<file path="src/rtl/chop_pkg.sv">
package chop_pkg;

  // A trip is taken only while the source really conducts and blanking is idle.
  function automatic logic take_trip(input logic trip, input logic latch_set,
                                     input logic chop_high, input logic blank_busy);
    return trip & latch_set & ~chop_high & ~blank_busy;
  endfunction

  // Any of these events loads the blanking counter to its full length.
  function automatic logic blank_reload(input logic chop_on, input logic dir_chg,
                                        input logic release_now);
    return chop_on | dir_chg | release_now;
  endfunction

  // Counter width able to hold values 0..n.
  function automatic int cnt_bits(input int n);
    return (n < 2) ? 1 : $clog2(n + 1);
  endfunction

endpackage

</file>
<file path="src/rtl/chop_deglitch.sv">
module chop_deglitch #(
  parameter int   N_STABLE = 4,
  parameter logic RST_LVL  = 1'b0
) (
  input  logic clk,
  input  logic rst_n,
  input  logic raw_i,
  output logic level_o,
  output logic commit_o
);
  localparam int CW = chop_pkg::cnt_bits(N_STABLE - 1);
  localparam logic [CW-1:0] LAST = CW'(N_STABLE - 1);

  logic [CW-1:0] run_q;

  assign commit_o = (raw_i != level_o) && (run_q == LAST);

  always_ff @(posedge clk or negedge rst_n) begin
    if (!rst_n) begin
      level_o <= RST_LVL;
      run_q   <= '0;
    end else if (raw_i == level_o) begin
      run_q <= '0;
    end else if (commit_o) begin
      level_o <= raw_i;
      run_q   <= '0;
    end else begin
      run_q <= run_q + 1'b1;
    end
  end
endmodule

</file>
<file path="src/rtl/chop_offtime_core.sv">
module chop_offtime_core #(
  parameter int OFF_CYC   = 25,
  parameter int BLANK_CYC = 6
) (
  input  logic clk,
  input  logic rst_n,
  input  logic trip_take_i,
  input  logic chop_on_i,
  input  logic dir_chg_i,
  output logic src_latch_o,
  output logic blanking_o
);
  localparam int OW = chop_pkg::cnt_bits(OFF_CYC);
  localparam int BW = chop_pkg::cnt_bits(BLANK_CYC);
  localparam logic [OW-1:0] OFF_LOAD   = OW'(OFF_CYC);
  localparam logic [BW-1:0] BLANK_LOAD = BW'(BLANK_CYC);

  logic [OW-1:0] off_q;
  logic [BW-1:0] blank_q;
  logic          release_now;

  assign release_now = ~src_latch_o && (off_q == OW'(1));
  assign blanking_o  = (blank_q != '0);

  always_ff @(posedge clk or negedge rst_n) begin
    if (!rst_n) begin
      src_latch_o <= 1'b1;
      off_q       <= '0;
    end else if (trip_take_i) begin
      src_latch_o <= 1'b0;
      off_q       <= OFF_LOAD;
    end else if (release_now) begin
      src_latch_o <= 1'b1;
      off_q       <= '0;
    end else if (!src_latch_o) begin
      off_q <= off_q - 1'b1;
    end
  end

  always_ff @(posedge clk or negedge rst_n) begin
    if (!rst_n) begin
      blank_q <= '0;
    end else if (chop_pkg::blank_reload(chop_on_i, dir_chg_i, release_now)) begin
      blank_q <= BLANK_LOAD;
    end else if (blank_q != '0) begin
      blank_q <= blank_q - 1'b1;
    end
  end
endmodule

</file>
<file path="src/rtl/chop_standby_det.sv">
module chop_standby_det #(
  parameter int STBY_CYC = 200
) (
  input  logic clk,
  input  logic rst_n,
  input  logic high_nxt_i,
  output logic standby_o
);
  localparam int CW = chop_pkg::cnt_bits(STBY_CYC);
  localparam logic [CW-1:0] LAST = CW'(STBY_CYC - 1);

  logic [CW-1:0] len_q;

  always_ff @(posedge clk or negedge rst_n) begin
    if (!rst_n) begin
      len_q     <= '0;
      standby_o <= 1'b0;
    end else if (!high_nxt_i) begin
      len_q     <= '0;
      standby_o <= 1'b0;
    end else if (len_q == LAST) begin
      standby_o <= 1'b1;
    end else begin
      len_q <= len_q + 1'b1;
    end
  end
endmodule

</file>
<file path="src/rtl/chop_regulator.sv">
module chop_regulator #(
  parameter int EN_FILT   = 4,
  parameter int DIR_FILT  = 8,
  parameter int OFF_CYC   = 25,
  parameter int BLANK_CYC = 6,
  parameter int STBY_CYC  = 200
) (
  input  logic clk,
  input  logic rst_n,
  input  logic trip_i,
  input  logic chop_i,
  input  logic dir_i,
  output logic src_en_o,
  output logic standby_o
);
  logic chop_lvl, chop_commit, chop_on, chop_nxt;
  logic dir_lvl, dir_commit;
  logic src_latch, blanking, trip_take;

  chop_deglitch #(.N_STABLE(EN_FILT), .RST_LVL(1'b1)) u_chop_flt (
    .clk(clk), .rst_n(rst_n), .raw_i(chop_i),
    .level_o(chop_lvl), .commit_o(chop_commit));

  chop_deglitch #(.N_STABLE(DIR_FILT), .RST_LVL(1'b0)) u_dir_flt (
    .clk(clk), .rst_n(rst_n), .raw_i(dir_i),
    .level_o(dir_lvl), .commit_o(dir_commit));

  assign chop_on   = chop_commit & chop_lvl;
  assign chop_nxt  = chop_commit ? ~chop_lvl : chop_lvl;
  assign trip_take = chop_pkg::take_trip(trip_i, src_latch, chop_lvl, blanking);

  chop_offtime_core #(.OFF_CYC(OFF_CYC), .BLANK_CYC(BLANK_CYC)) u_core (
    .clk(clk), .rst_n(rst_n), .trip_take_i(trip_take),
    .chop_on_i(chop_on), .dir_chg_i(dir_commit),
    .src_latch_o(src_latch), .blanking_o(blanking));

  chop_standby_det #(.STBY_CYC(STBY_CYC)) u_stby (
    .clk(clk), .rst_n(rst_n), .high_nxt_i(chop_nxt), .standby_o(standby_o));

  assign src_en_o = src_latch & ~chop_lvl;
endmodule

</file>
<file path="config.mk">
export PLATFORM = sky130hd
export DESIGN_NAME = chop_regulator
export DESIGN_NICKNAME = d
export VERILOG_FILES = /design/src/rtl/chop_pkg.sv /design/src/rtl/chop_deglitch.sv /design/src/rtl/chop_offtime_core.sv /design/src/rtl/chop_standby_det.sv /design/src/rtl/chop_regulator.sv
export SDC_FILE = /design/constraint.sdc
export NUM_CORES = 1
export LEC_CHECK = 0
export BUFFER_PORTS_ARGS = -buffer_cell sky130_fd_sc_hd__buf_2
export CAP_MARGIN = 40
export CORE_MARGIN = 4
export CORE_UTILIZATION = 40
export DETAILED_ROUTE_END_ITERATION = 12
export GPL_TIMING_DRIVEN = 0
export PLACE_DENSITY = 0.54
export SYNTH_ARGS = -nofsm -noshare
export SYNTH_HDL_FRONTEND = slang
export SYNTH_SLANG_ARGS = --single-unit
</file>
<file path="constraint.sdc">
create_clock -name clk -period 1.74 [get_ports clk]
set_input_delay 0.348 -clock clk [delete_from_list [all_inputs] [get_ports clk]]
set_output_delay 0.348 -clock clk [all_outputs]
set_load 0.01 [all_outputs]
</file>
# Yosys cells after proc, flatten, opt, wreduce, memory -nomap -nowiden

Cells that the tools add are included.

Add/subtract/negate cells: 5
Eq/ne operators: 11
Muxes and demuxes: 16
Bitwise logic cells: 12
Reductions and logical operators: 8

Operators by type and width:

| kind                                                               | number |
|---|---|
| 8-bit 2-to-1 mux                                                   | 2 |
| 5-bit 2-to-1 mux                                                   | 3 |
| 3-bit 2-to-1 mux                                                   | 4 |
| 8-bit by 1-bit adder with 8-bit output, second input constant      | 1 |
| 8-bit == test, second input constant                               | 1 |
| 1-bit bitwise AND                                                  | 5 |
| 5-bit by 1-bit == test with 1-bit output, second input constant    | 1 |
| 1-bit 2-to-1 mux                                                   | 5 |
| 1-bit inverter                                                     | 5 |
| 5-bit by 1-bit subtractor with 5-bit output, second input constant | 1 |
| 2-bit 2-to-1 mux                                                   | 2 |
| 2-bit inequality test, second input constant                       | 2 |
| 2-bit AND reduction                                                | 2 |
| 2-bit nonzero test                                                 | 2 |
| 3-bit by 1-bit adder with 3-bit output, second input constant      | 1 |
| 3-bit == test, second input constant                               | 1 |
| 1-bit logical AND                                                  | 3 |
| 3-bit inequality test, second input constant                       | 1 |
| 3-bit nonzero test                                                 | 1 |
| 3-bit by 1-bit subtractor with 3-bit output, second input constant | 1 |
| 2-bit by 1-bit adder with 2-bit output, second input constant      | 1 |
| 1-bit == test                                                      | 2 |
| 2-bit == test, second input constant                               | 1 |
| 1-bit inequality test                                              | 2 |
| 1-bit OR                                                           | 2 |

Flip-flop bits (word level): 25
Input port bits: 5
Output and inout port bits: 2

# Depth between registers and ports, before layout

Gate-level depths: netlist (run 1).

Word-level depth: 6
Mapped depth: 6
Gate-level depth less buffers: 5

# Hierarchy

A second synthesis (run 1) with hierarchy kept.

Cell total of the unflattened synthesis: 119
Area total of the unflattened synthesis: 1,310.0 µm²

By module, submodules not included:

| module                     | times used | cells an instance | area an instance (µm²) | sequential area each (µm²) |
|---|---|---|---|---|
| chop_offtime_core          | 1          | 50                | 501.7                  | 226.5 |
| chop_standby_det           | 1          | 44                | 456.7                  | 225.2 |
| chop_deglitch (u_dir_flt)  | 1          | 13                | 183.9                  | 100.1 |
| chop_deglitch (u_chop_flt) | 1          | 9                 | 133.9                  | 76.3 |
| chop_regulator             | 1          | 3                 | 33.8                   | 0.0 |

# Least setup slack after synthesis (run 1)

OpenSTA, ideal clock, no wires.

Kind: register to register
Start: register u_core.blank_q[0]
End: register u_core.blank_q[1]
Arrival time: 1.343 ns
Required time: 1.608 ns
Setup slack: 0.266 ns
Cell stages (with the launch flop): 7
Buffers on the path: 1
Period minus slack after synthesis: 1.474 ns
Path through: dfrtp_1 > inv_1 > ha_1 > nor2b_1 > buf_1 > mux2i_1 > or3b_1

Word-level cells in the longest chain between the ends: 3
Elaborated cells between the ends (all ways): 5

Ends and longest elaborated chain:

| what                                        | line                    | RTL |
|---|---|---|
| from (decl)                                 | chop_offtime_core.sv:19 | `logic [BW-1:0] blank_q;` |
| from (signal assigned)                      | chop_offtime_core.sv:46 | `blank_q <= blank_q - 1'b1;` |
| 3-bit by 1-bit subtractor with 3-bit output | chop_offtime_core.sv:46 |  |
| 3-bit 2-to-1 mux                            | chop_offtime_core.sv:45 | `end else if (blank_q != '0) begin` |
| 3-bit 2-to-1 mux                            | chop_offtime_core.sv:43 | `end else if (chop_pkg::blank_reload(chop_on_i, dir_chg_i, release_now)) begin` |

Several ways; a longest one is shown, not always the timed one. The select of a mux whose other input is x is not followed.
A chain may end at the register's enable or synchronous reset.

# Worst setup path in the final report (run 1)

Start: register u_core.src_latch_o
End: output src_en_o

Word-level cells in the longest chain between the ends: 1

Ends and longest elaborated chain:

| what                   | line                    | RTL |
|---|---|---|
| from (decl)            | chop_offtime_core.sv:10 | `output logic src_latch_o,` |
| from (signal assigned) | chop_offtime_core.sv:27 | `src_latch_o <= 1'b1;` |
| from (signal assigned) | chop_offtime_core.sv:30 | `src_latch_o <= 1'b0;` |
| from (signal assigned) | chop_offtime_core.sv:33 | `src_latch_o <= 1'b1;` |
| 1-bit bitwise AND      | chop_regulator.sv:40    | `assign src_en_o = src_latch & ~chop_lvl;` |
| to (decl)              | chop_regulator.sv:13    | `output logic src_en_o,` |

No other way between the ends.

==> metrics.txt, run 1 <==
status finished, violations left; failing checks negative hold slack; WHS -0.00898 ns; Required @ worst endpoint 1.39 ns; Seq/Total Area, Yosys 50.5%; fin. max-slew vios 0; drt initial violations 35; Syn Inst Count 112; endpoints failing setup 0; Clock Skew 0.00228 ns; Top-Level Pins 7; # DRC 0; top cell type's share of synthesized area 46.2%; gr ovfl total 0; fin worst setup slack 0.123 ns; fmax 619 MHz; die height 63.8 µm; largest net degree at the start of global routing 26; starting density of the core 43.6%; # clock sinks 25; Die ar. 0.00407 mm²; Final min period 1.62 ns; CTS Buffer Depth 2; first-pass GRT wire length 3770 µm; M1 wire length 918 µm; root buffer cell clkbuf_4; via count 841; Fin. Hold Viols 23; Core Area 0.00285 mm²; Max VDD drop 0.765 mV; CP dominant cell by count buf_6; critical-path cell list buf_6 -> nor2b_4 -> buf_6; Hold Path Class in2async; post-synth net total 125; diodes inserted 0; Ys Warns 0; TNS Setup 0 ns; DR top layer met4; crit path kind reg2out; Cell Area, Synth 0.00124 mm²; Inst Count DP 149; top cells by area, synth dfrtp_1, ha_1, dfstp_2; Row Count 19; biggest area consumer among synthesized cells dfrtp_1; final instance area 0.00137 mm²; Synth-to-Final Area Change 9.85%; Routed WL per cell 13.1 µm; number of synthesized flops with an enable pin 0; htree depth 1; GRT Overall Usage 11.7%; crit path capture type output port; CTS tree built; Clk pin slew, worst setup/hold paths 0.14 ns; die width 63.8 µm; DR pass1 iterations 4; number of distinct library cells after synthesis 34; pre-CTS setup slack 0.00838 ns; synthesized flop and latch total 25; layout cells sized above 1 16.3%; crit path max fanout 5; met3 wire length 78 µm; Max stage delay cell, worst path dfstp_2; Routed WL 2020 µm; Routed Antenna Nets 0; CP peak stage delay 0.55 ns; Power Density 1490 mW/mm²; max-cap violations 0; Worst Max-Slew Pin Slew 0.554 ns; Tot Pwr 2.04 mW; Primary FF master, synth dfrtp_1; dpl cell area 0.00131 mm²; Skew-Pair Late Insertion Delay 0.32 ns; vias per cell 5.46; HPWL after DPL 1470 µm; Final Cycle Share 92.9%; vias in the first global route 847; slew margin rel. 63.1%; PortBufs 6; CTS Hold Bufs 0; startpoint types register; leak pwr 0.626 nW; Crit path arrival time 1.27 ns; fin cells 154; end-of-flow core utilization 47.9%; final net count 137; CTS buffer count 3; mean post-synth cell area 11.1 µm²; RSZ-0062 raised after global routing no; fraction of registers with async set/reset 100%; Placer Congestion 0.757; initial antenna violation count 0; met2 WL 1010 µm
synth_stat cells, drive strengths merged, types with 2 or more instances:
cell type and count:
o31ai 2, xnor2 4, nor2 6, or3 3, o21ai 3, or4 2, mux2i 4, a21oi 3
dfrtp 23, nand2 6, nor3 7, ha 8, o21a 3, xor2 2, nor3b 3, dfstp 2
nor2b 4, nand3 4, buf 2, nand4 2, a32oi 2, inv 6
power by group:
part           internal, mW  switching, mW
Clock                0.0861          0.178
Sequential            0.797          0.155
Combinational         0.419          0.404
Total                  1.30          0.737
worst paths after layout:
kind	slack, ns	startpoint	depth (start not counted)	to
min reg2reg	0.45	u_chop_flt.run_q[0]$_DFF_PN0_	1	u_chop_flt.run_q[0]$_DFF_PN0_
max	0.12	u_core.src_latch_o$_DFFE_PN1P_	3	src_en_o
max in group asynchronous	1.37	rst_n	1	u_chop_flt.level_o$_DFFE_PN1P_
min	-0.009	rst_n	1	u_core.off_q[4]$_DFFE_PN0P_
min in group clk	0.27	dir_i	2	u_dir_flt.level_o$_DFFE_PN0P_
max reg2reg	0.16	u_core.src_latch_o$_DFFE_PN1P_	4	u_core.off_q[4]$_DFFE_PN0P_
layer usage:
| layer | GRT usage (%) | up-vias |
|---|---|---|
| li1 | - | 426 |
| met1 | 13.9 | 403 |
| met2 | 19.7 | 10 |
| met3 | 4.20 | 2 |
| met4 | 3.23 | 0 |
| met5 | 0 | - |
cells in the final DEF, fill, tap and decap left out, types with 2 or more instances in the layout:
cell,Yosys,final
a21oi_1,3,3
a32oi_1,2,2
buf_2,0,5
buf_6,1,2
clkbuf_4,0,3
dfrtp_1,23,23
dfstp_2,2,2
ha_1,8,8
inv_1,6,6
mux2i_1,4,3
nand2_1,6,6
nand3_1,4,4
nand4_1,2,2
nor2_1,6,6
nor2b_1,4,3
nor3_1,7,7
nor3b_1,3,3
o21a_1,3,3
o21ai_0,3,3
o31ai_1,2,2
or3_1,3,3
or4_1,2,2
xnor2_1,4,4
xor2_1,2,2
cells by family after synthesis:
kind of cell | after synthesis | share of synthesized area, %
AND/OR/NAND/NOR | 44 | 21.3
flip-flops | 25 | 50.5
AO/OA/AOI/OAI | 16 | 8.84
buffers and inverters | 8 | 3.01
adder cells (fa/ha/maj) | 8 | 8.04
XOR/XNOR | 6 | 4.22
multiplexers | 5 | 4.12
registers in the layout (all words and copies together), names as in the netlist:
| name | cells |
|---|---|
| u_chop_flt.level_o | 1 |
| u_chop_flt.run_q | 2 |
| u_core.blank_q | 3 |
| u_core.off_q | 5 |
| u_core.src_latch_o | 1 |
| u_dir_flt.level_o | 1 |
| u_dir_flt.run_q | 3 |
| u_stby.len_q | 8 |
| u_stby.standby_o | 1 |
final cells by class:
type                       instances  area [µm²]
fill                             276        1490
sequential                        25         628
multi-input combinational         79         591
timing repair buffer               7        43.8
tap                               31        38.8
clock buffer                       3        22.5
inverter                           6        22.5
buffer                             2        16.3
clock inverter                     1        5.00
worst max-delay path, delay by kind of cell, from the launching register on:
kind | cells | cell delay (ns)
flops | 1 | 0.55
buf+inv | 2 | 0.21
simple gates | 1 | 0.18
what timing repair did:
action,4_1_cts,5_1_grt
buffers inserted,0,1
pin swaps,0,0
setup endpoints to repair,2,2
resized for setup,3,2
No activity file was read; power rests on OpenSTA's default activity.
==> inputs of run 2 (changes only) <==
--- a/config.mk
+++ b/config.mk
@@ -11,6 +11,7 @@
 export CORE_UTILIZATION = 40
 export DETAILED_ROUTE_END_ITERATION = 12
 export GPL_TIMING_DRIVEN = 0
+export HOLD_SLACK_MARGIN = 0.03
 export PLACE_DENSITY = 0.54
 export SYNTH_ARGS = -nofsm -noshare
 export SYNTH_HDL_FRONTEND = slang
==> metrics.txt, run 2 (synthesis results as in run 1) <==
Final Cycle Share 92.9% (about the same); Combinational Power Share 40.4% (about the same); Top-Level Pins 7 (unchanged); most frequent cells in the layout dfrtp_1, ha_1, nor3_1; Tot Pwr 2.04 mW (+0.10%); Max VDD drop 0.765 mV (about the same); TNS Setup 0 ns (unchanged); leak pwr 0.630 nW (+0.67%); Inst Count DP 149 (unchanged); final net count 138 (+0.73%); WHS 0.274 ns (+0.283 ns); FF+latch area 628 µm² (unchanged); crit path max fanout 5 (unchanged); startpoint types register; # clock sinks 25 (unchanged); PortBufs 6 (unchanged); diodes inserted 0 (unchanged); fillers 275 (-0.36%); slew margin rel. 62.9% (-0.20 points); initial antenna violation count 0 (unchanged); Die ar. 0.00407 mm² (unchanged); Skew-Pair Late Insertion Delay 0.32 ns (about the same); Synth-to-Final Area Change 10.7%; max FFs per register 8 (unchanged); CP endpoint src_en_o; CTS tree built; crit path capture type output port; Routed WL per cell 13.0 µm (-0.69%); Core Area 0.00285 mm² (unchanged); Flop pwr share 46.6% (about the same); Fin. Hold Viols 0 (-100%); Required @ worst endpoint 1.39 ns (about the same); vias per cell 5.46 (about the same); Pint 1.30 mW (+0.12%); largest net degree at the start of global routing 26 (unchanged); fin cells 155 (+0.65%); htree depth 1 (unchanged); Worst Max-Slew Pin Slew 0.557 ns (+0.00302 ns); via count 847 (+0.71%); Crit path arrival time 1.27 ns (about the same); status completed; largest registers u_stby.len_q: 8 flops, u_core.off_q: 5 flops; Hold Path Class in2reg; Power Density 1480 mW/mm² (-0.63%); max-cap violations 0 (unchanged); end-of-flow core utilization 48.3% (+0.35 points); gr ovfl total 0 (unchanged); GRT Overall Usage 11.7% (unchanged); DR pass1 iterations 4 (unchanged); fmax 619 MHz (about the same); layout cells sized above 1 16.1% (-0.13 points); die width 63.8 µm (unchanged); first-pass GRT wire length 3770 µm (unchanged); Clock Skew 0.00228 ns (unchanged); HPWL after DPL 1470 µm (unchanged); endpoints failing setup 0 (unchanged); FF-to-FF path depth 4 (unchanged); Reg2Reg Launch Point u_core.src_latch_o$_DFFE_PN1P_; commonest non-fill, non-tap cell in the layout dfrtp_1; Sw Ratio 36.1% (about the same); Placer Congestion 0.757 (unchanged); CTS buffer count 3 (unchanged); root buffer cell clkbuf_4; Crit Reg-Reg Endpoint u_core.off_q[4]$_DFFE_PN0P_; Routed WL 2020 µm (about the same); crit path from u_core.src_latch_o$_DFFE_PN1P_; R2R Setup Slk 0.16 ns (about the same); fin. max-slew vios 0 (unchanged); Reg with most FFs u_stby.len_q; # DRC 0 (unchanged); Row Count 19 (unchanged); starting density of the core 43.6% (unchanged); drt initial violations 36 (+2.9%); multi-input logic area 591 µm² (unchanged); NetSw 737 µW (about the same); Routed Antenna Nets 0 (unchanged); crit path kind reg2out; RSZ-0062 raised after global routing no; power share of the clock group 13.0% (about the same); Final min period 1.62 ns (-0.0000470 ns); die height 63.8 µm (unchanged); Clk pin slew, worst setup/hold paths 0.14 ns (about the same); CTS Buffer Depth 2 (unchanged); vias in the first global route 847 (unchanged)
-- run 2: how the worst min path moves through the flow --
stage / start / endpoint / slack (ns) / depth (start not counted)
finish: dir_i / u_dir_flt.level_o$_DFFE_PN0P_ / 0.27 / 2
CTS: dir_i / u_dir_flt.level_o$_DFFE_PN0P_ / 0.26 / 2
detailed placement: rst_n / u_core.off_q[4]$_DFFE_PN0P_ / 0.38 / 1
floorplan: rst_n / u_chop_flt.run_q[0]$_DFF_PN0_ / 0.05 / 0
global route: dir_i / u_dir_flt.level_o$_DFFE_PN0P_ / 0.26 / 2
global placement: rst_n / u_core.off_q[4]$_DFFE_PN0P_ / 0.38 / 1
-- run 2: critical path, stage by stage, from the launching register on --
cell,delay [ns]
dfstp_2,0.55
buf_6,0.09
nor2b_4,0.18
buf_6,0.12
-- run 2: power groups by stage --
| stage | logic [mW] | clock network, mW | registers, mW |
|---|---|---|---|
| after floorplan | 0.624 | 0 | 0.925 |
| after global placement | 0.746 | 0 | 0.951 |
| after detailed placement | 0.779 | 0 | 0.960 |
| after CTS | 0.808 | 0.277 | 0.955 |
| after global routing | 0.955 | 0.304 | 0.986 |
| final | 0.825 | 0.264 | 0.952 |
-- run 2: timing repair --
action	4_1_cts	5_1_grt
resized for setup	3	2
setup buffers	0	1
hold buffers	1	0
endpoints found under the hold margin	23	0
gates cloned	0	0
setup endpoints to repair	2	2
-- run 2: area by class of cell --
| class | instances | area share (%) |
|---|---|---|
| flip-flops and latches | 25 | 45.6 |
| multi-input cells | 79 | 42.9 |
| repair buffers | 8 | 3.91 |
| well taps | 31 | 2.82 |
| clock buffers | 3 | 1.63 |
| inverters | 6 | 1.63 |
| plain buffers | 2 | 1.18 |
| clock inverters | 1 | 0.363 |
-- run 2: through the flow --
step / cell area (µm²) / setup slack [ns]
2_1_floorplan: 1240 / 0.266
3_3_place_gp: 1310 / 0.0496
3_5_place_dp: 1310 / 0.00838
4_1_cts: 1360 / 0.0443
5_1_grt: 1380 / 0.0212
6_report: 1380 / 0.124
-- run 2: metal layers --
metal | vias up | track usage, % | routed length (µm)
met5 | - | 0 | 0
met4 | 0 | 3.23 | 17
met3 | 2 | 4.03 | 73
met2 | 10 | 19.7 | 1010
met1 | 408 | 14.0 | 917
li1 | 427 | - | -
==> inputs of run 3 (changes only) <==
--- a/config.mk
+++ b/config.mk
@@ -12,7 +12,6 @@
 export DETAILED_ROUTE_END_ITERATION = 12
 export GPL_TIMING_DRIVEN = 0
 export HOLD_SLACK_MARGIN = 0.03
-export PLACE_DENSITY = 0.54
 export SYNTH_ARGS = -nofsm -noshare
 export SYNTH_HDL_FRONTEND = slang
 export SYNTH_SLANG_ARGS = --single-unit
==> metrics.txt, run 3 (synthesis results as in run 1) <==
Required @ worst endpoint 1.39 ns (about the same); critical-path cell list buf_6 -> nor2b_4 -> buf_6; Most Used Layer, Global Route met2; power share of the clock group 12.9% (about the same); Clock Skew 0.00171 ns (-0.000567 ns); Clk pin slew, worst setup/hold paths 0.14 ns (about the same); GRT Overall Usage 11.0% (-0.66 points); CP peak stage delay 0.56 ns (about the same); Hold Path Class in2reg; largest registers u_stby.len_q: 8 flops, u_core.off_q: 5 flops; endpoints failing setup 0 (unchanged); commonest non-fill, non-tap cell in the layout dfrtp_1; Row Count 19 (unchanged); final instance area 0.00139 mm² (+0.73%); Max stage delay cell, worst path dfstp_2; diodes inserted 0 (unchanged); Global Route met2 Usage 16.6% (-3.1 points); met3 Use GR 3.33% (-0.70 points); NetSw 749 µW (+1.5%); Reg2Reg Launch Point u_core.src_latch_o$_DFFE_PN1P_; Die ar. 0.00407 mm² (unchanged); via count 839 (-0.94%); Critical path buffers and inverters 2 (unchanged); Fin. Hold Viols 0 (unchanged); HPWL after DPL 1470 µm (about the same); TNS Setup 0 ns (unchanged); largest net degree at the start of global routing 26 (unchanged); startpoint types register; crit path from u_core.src_latch_o$_DFFE_PN1P_; Final min period 1.62 ns (+0.000578 ns); starting density of the core 43.6% (unchanged); vias per cell 5.38 (-1.6%); fin cells 156 (+0.65%); PortBufs 6 (unchanged); CP dominant cell by count buf_6; die width 63.8 µm (unchanged); fillers 269 (-2.2%); Tot Pwr 2.07 mW (+1.3%); # clock sinks 25 (unchanged); layout cells sized above 1 16.8% (+0.67 points); hold path startpoint dir_i; CTS tree built; Max VDD drop 0.688 mV (-10%); Core Area 0.00285 mm² (unchanged); Routed WL 2010 µm (-0.64%); vias in the first global route 797 (-5.9%); crit path kind reg2out; initial antenna violation count 0 (unchanged); M1 GR Usage 15.0% (+0.95 points); die height 63.8 µm (unchanged); htree depth 1 (unchanged); Crit path max-delay family flip-flops; Routed WL per cell 12.9 µm (-1.3%); dpl cell area 0.00131 mm² (unchanged); Power Density 1490 mW/mm² (+0.54%); most frequent cells in the layout dfrtp_1, ha_1, nor3_1; Routed Antenna Nets 0 (unchanged); drt initial violations 52 (+44%); crit path capture type output port; fmax 618 MHz (about the same); Flop pwr share 46.2% (-0.4 points); Final Cycle Share 92.9% (about the same); status completed; WHS 0.278 ns (+0.00465 ns); Sw Ratio 36.2% (+0.092 points); CTS buffer count 3 (unchanged); gr ovfl total 0 (unchanged); Placer Congestion 0.799 (+5.6%); DR pass1 iterations 4 (unchanged); root buffer cell clkbuf_4; max-cap violations 0 (unchanged); Skew-Pair Late Insertion Delay 0.32 ns (about the same); fin. max-slew vios 0 (unchanged); Synth-to-Final Area Change 11.5%; RSZ-0062 raised after global routing no; Worst Max-Slew Pin Slew 0.544 ns (-0.0135 ns); Pint 1.32 mW (+1.1%); Combinational Power Share 40.9% (+0.5 points); slew margin rel. 63.8% (+0.90 points); # DRC 0 (unchanged); CTS Buffer Depth 2 (unchanged); crit path max fanout 4 (-1); first-pass GRT wire length 3590 µm (-4.8%); leak pwr 0.631 nW (+0.20%); max FFs per register 8 (unchanged); Reg with most FFs u_stby.len_q; Top-Level Pins 7 (unchanged); Inst Count DP 149 (unchanged); final net count 139 (+0.72%); Crit path arrival time 1.27 ns (about the same)
run 3: cell types whose count changed in the layout (fill, tap and decap cells not counted):
cell / before / now
buf_4: 1 / 2
clkinv_2: 1 / 0
clkinvlp_4: 0 / 1
run 3: repair_timing:
action / in CTS / in global routing
pin swaps: 0 / 0
gates resized for setup: 2 / 3
setup endpoints to repair: 1 / 5
buffers inserted: 0 / 2
hold buffers: 1 / 0
endpoints found under the hold margin: 23 / 0
run 3: layout make-up:
| type | count | area [µm²] | area share, % |
|---|---|---|---|
| plain buffers | 2 | 16.3 | 1.17 |
| clock buffers | 3 | 22.5 | 1.62 |
| clock inverters | 1 | 7.51 | 0.541 |
| inverters | 6 | 22.5 | 1.62 |
| multi-input cells | 79 | 591 | 42.6 |
| flip-flops and latches | 25 | 628 | 45.3 |
| well taps | 31 | 38.8 | 2.80 |
| repair buffers | 9 | 61.3 | 4.42 |
run 3: power groups by stage:
stage / clock (mW) / combinational [mW] / sequential [mW]
2_1_floorplan: 0 / 0.624 / 0.925
3_3_place_gp: 0 / 0.737 / 0.952
3_5_place_dp: 0 / 0.771 / 0.965
4_1_cts: 0.288 / 0.795 / 0.956
5_1_grt: 0.306 / 0.979 / 0.985
6_report: 0.266 / 0.846 / 0.955
run 3: metal layers:
layer	wire length [µm]	share of wire [%]
met1	993	49
met2	927	46
met3	58	2.9
met4	27	1.3
met5	0	0
run 3: final timing paths:
check | endpoint | cells past startpoint | slack, ns
max | src_en_o | 3 | 0.12
min | u_dir_flt.level_o$_DFFE_PN0P_ | 2 | 0.28
max reg2reg | u_core.off_q[4]$_DFFE_PN0P_ | 4 | 0.15
min reg2reg | u_dir_flt.run_q[0]$_DFF_PN0_ | 1 | 0.45
max in group asynchronous | u_chop_flt.level_o$_DFFE_PN1P_ | 2 | 0.85
min in group asynchronous | u_core.off_q[4]$_DFFE_PN0P_ | 2 | 0.52
run 3: metrics by stage:
step	worst slack [ns]	util, %
4_1_cts	0.0199	47.7
6_report	0.123	48.6
2_1_floorplan	0.266	-
3_5_place_dp	0.0473	46.1
5_1_grt	0.0265	48.6
3_3_place_gp	0.0947	46.1
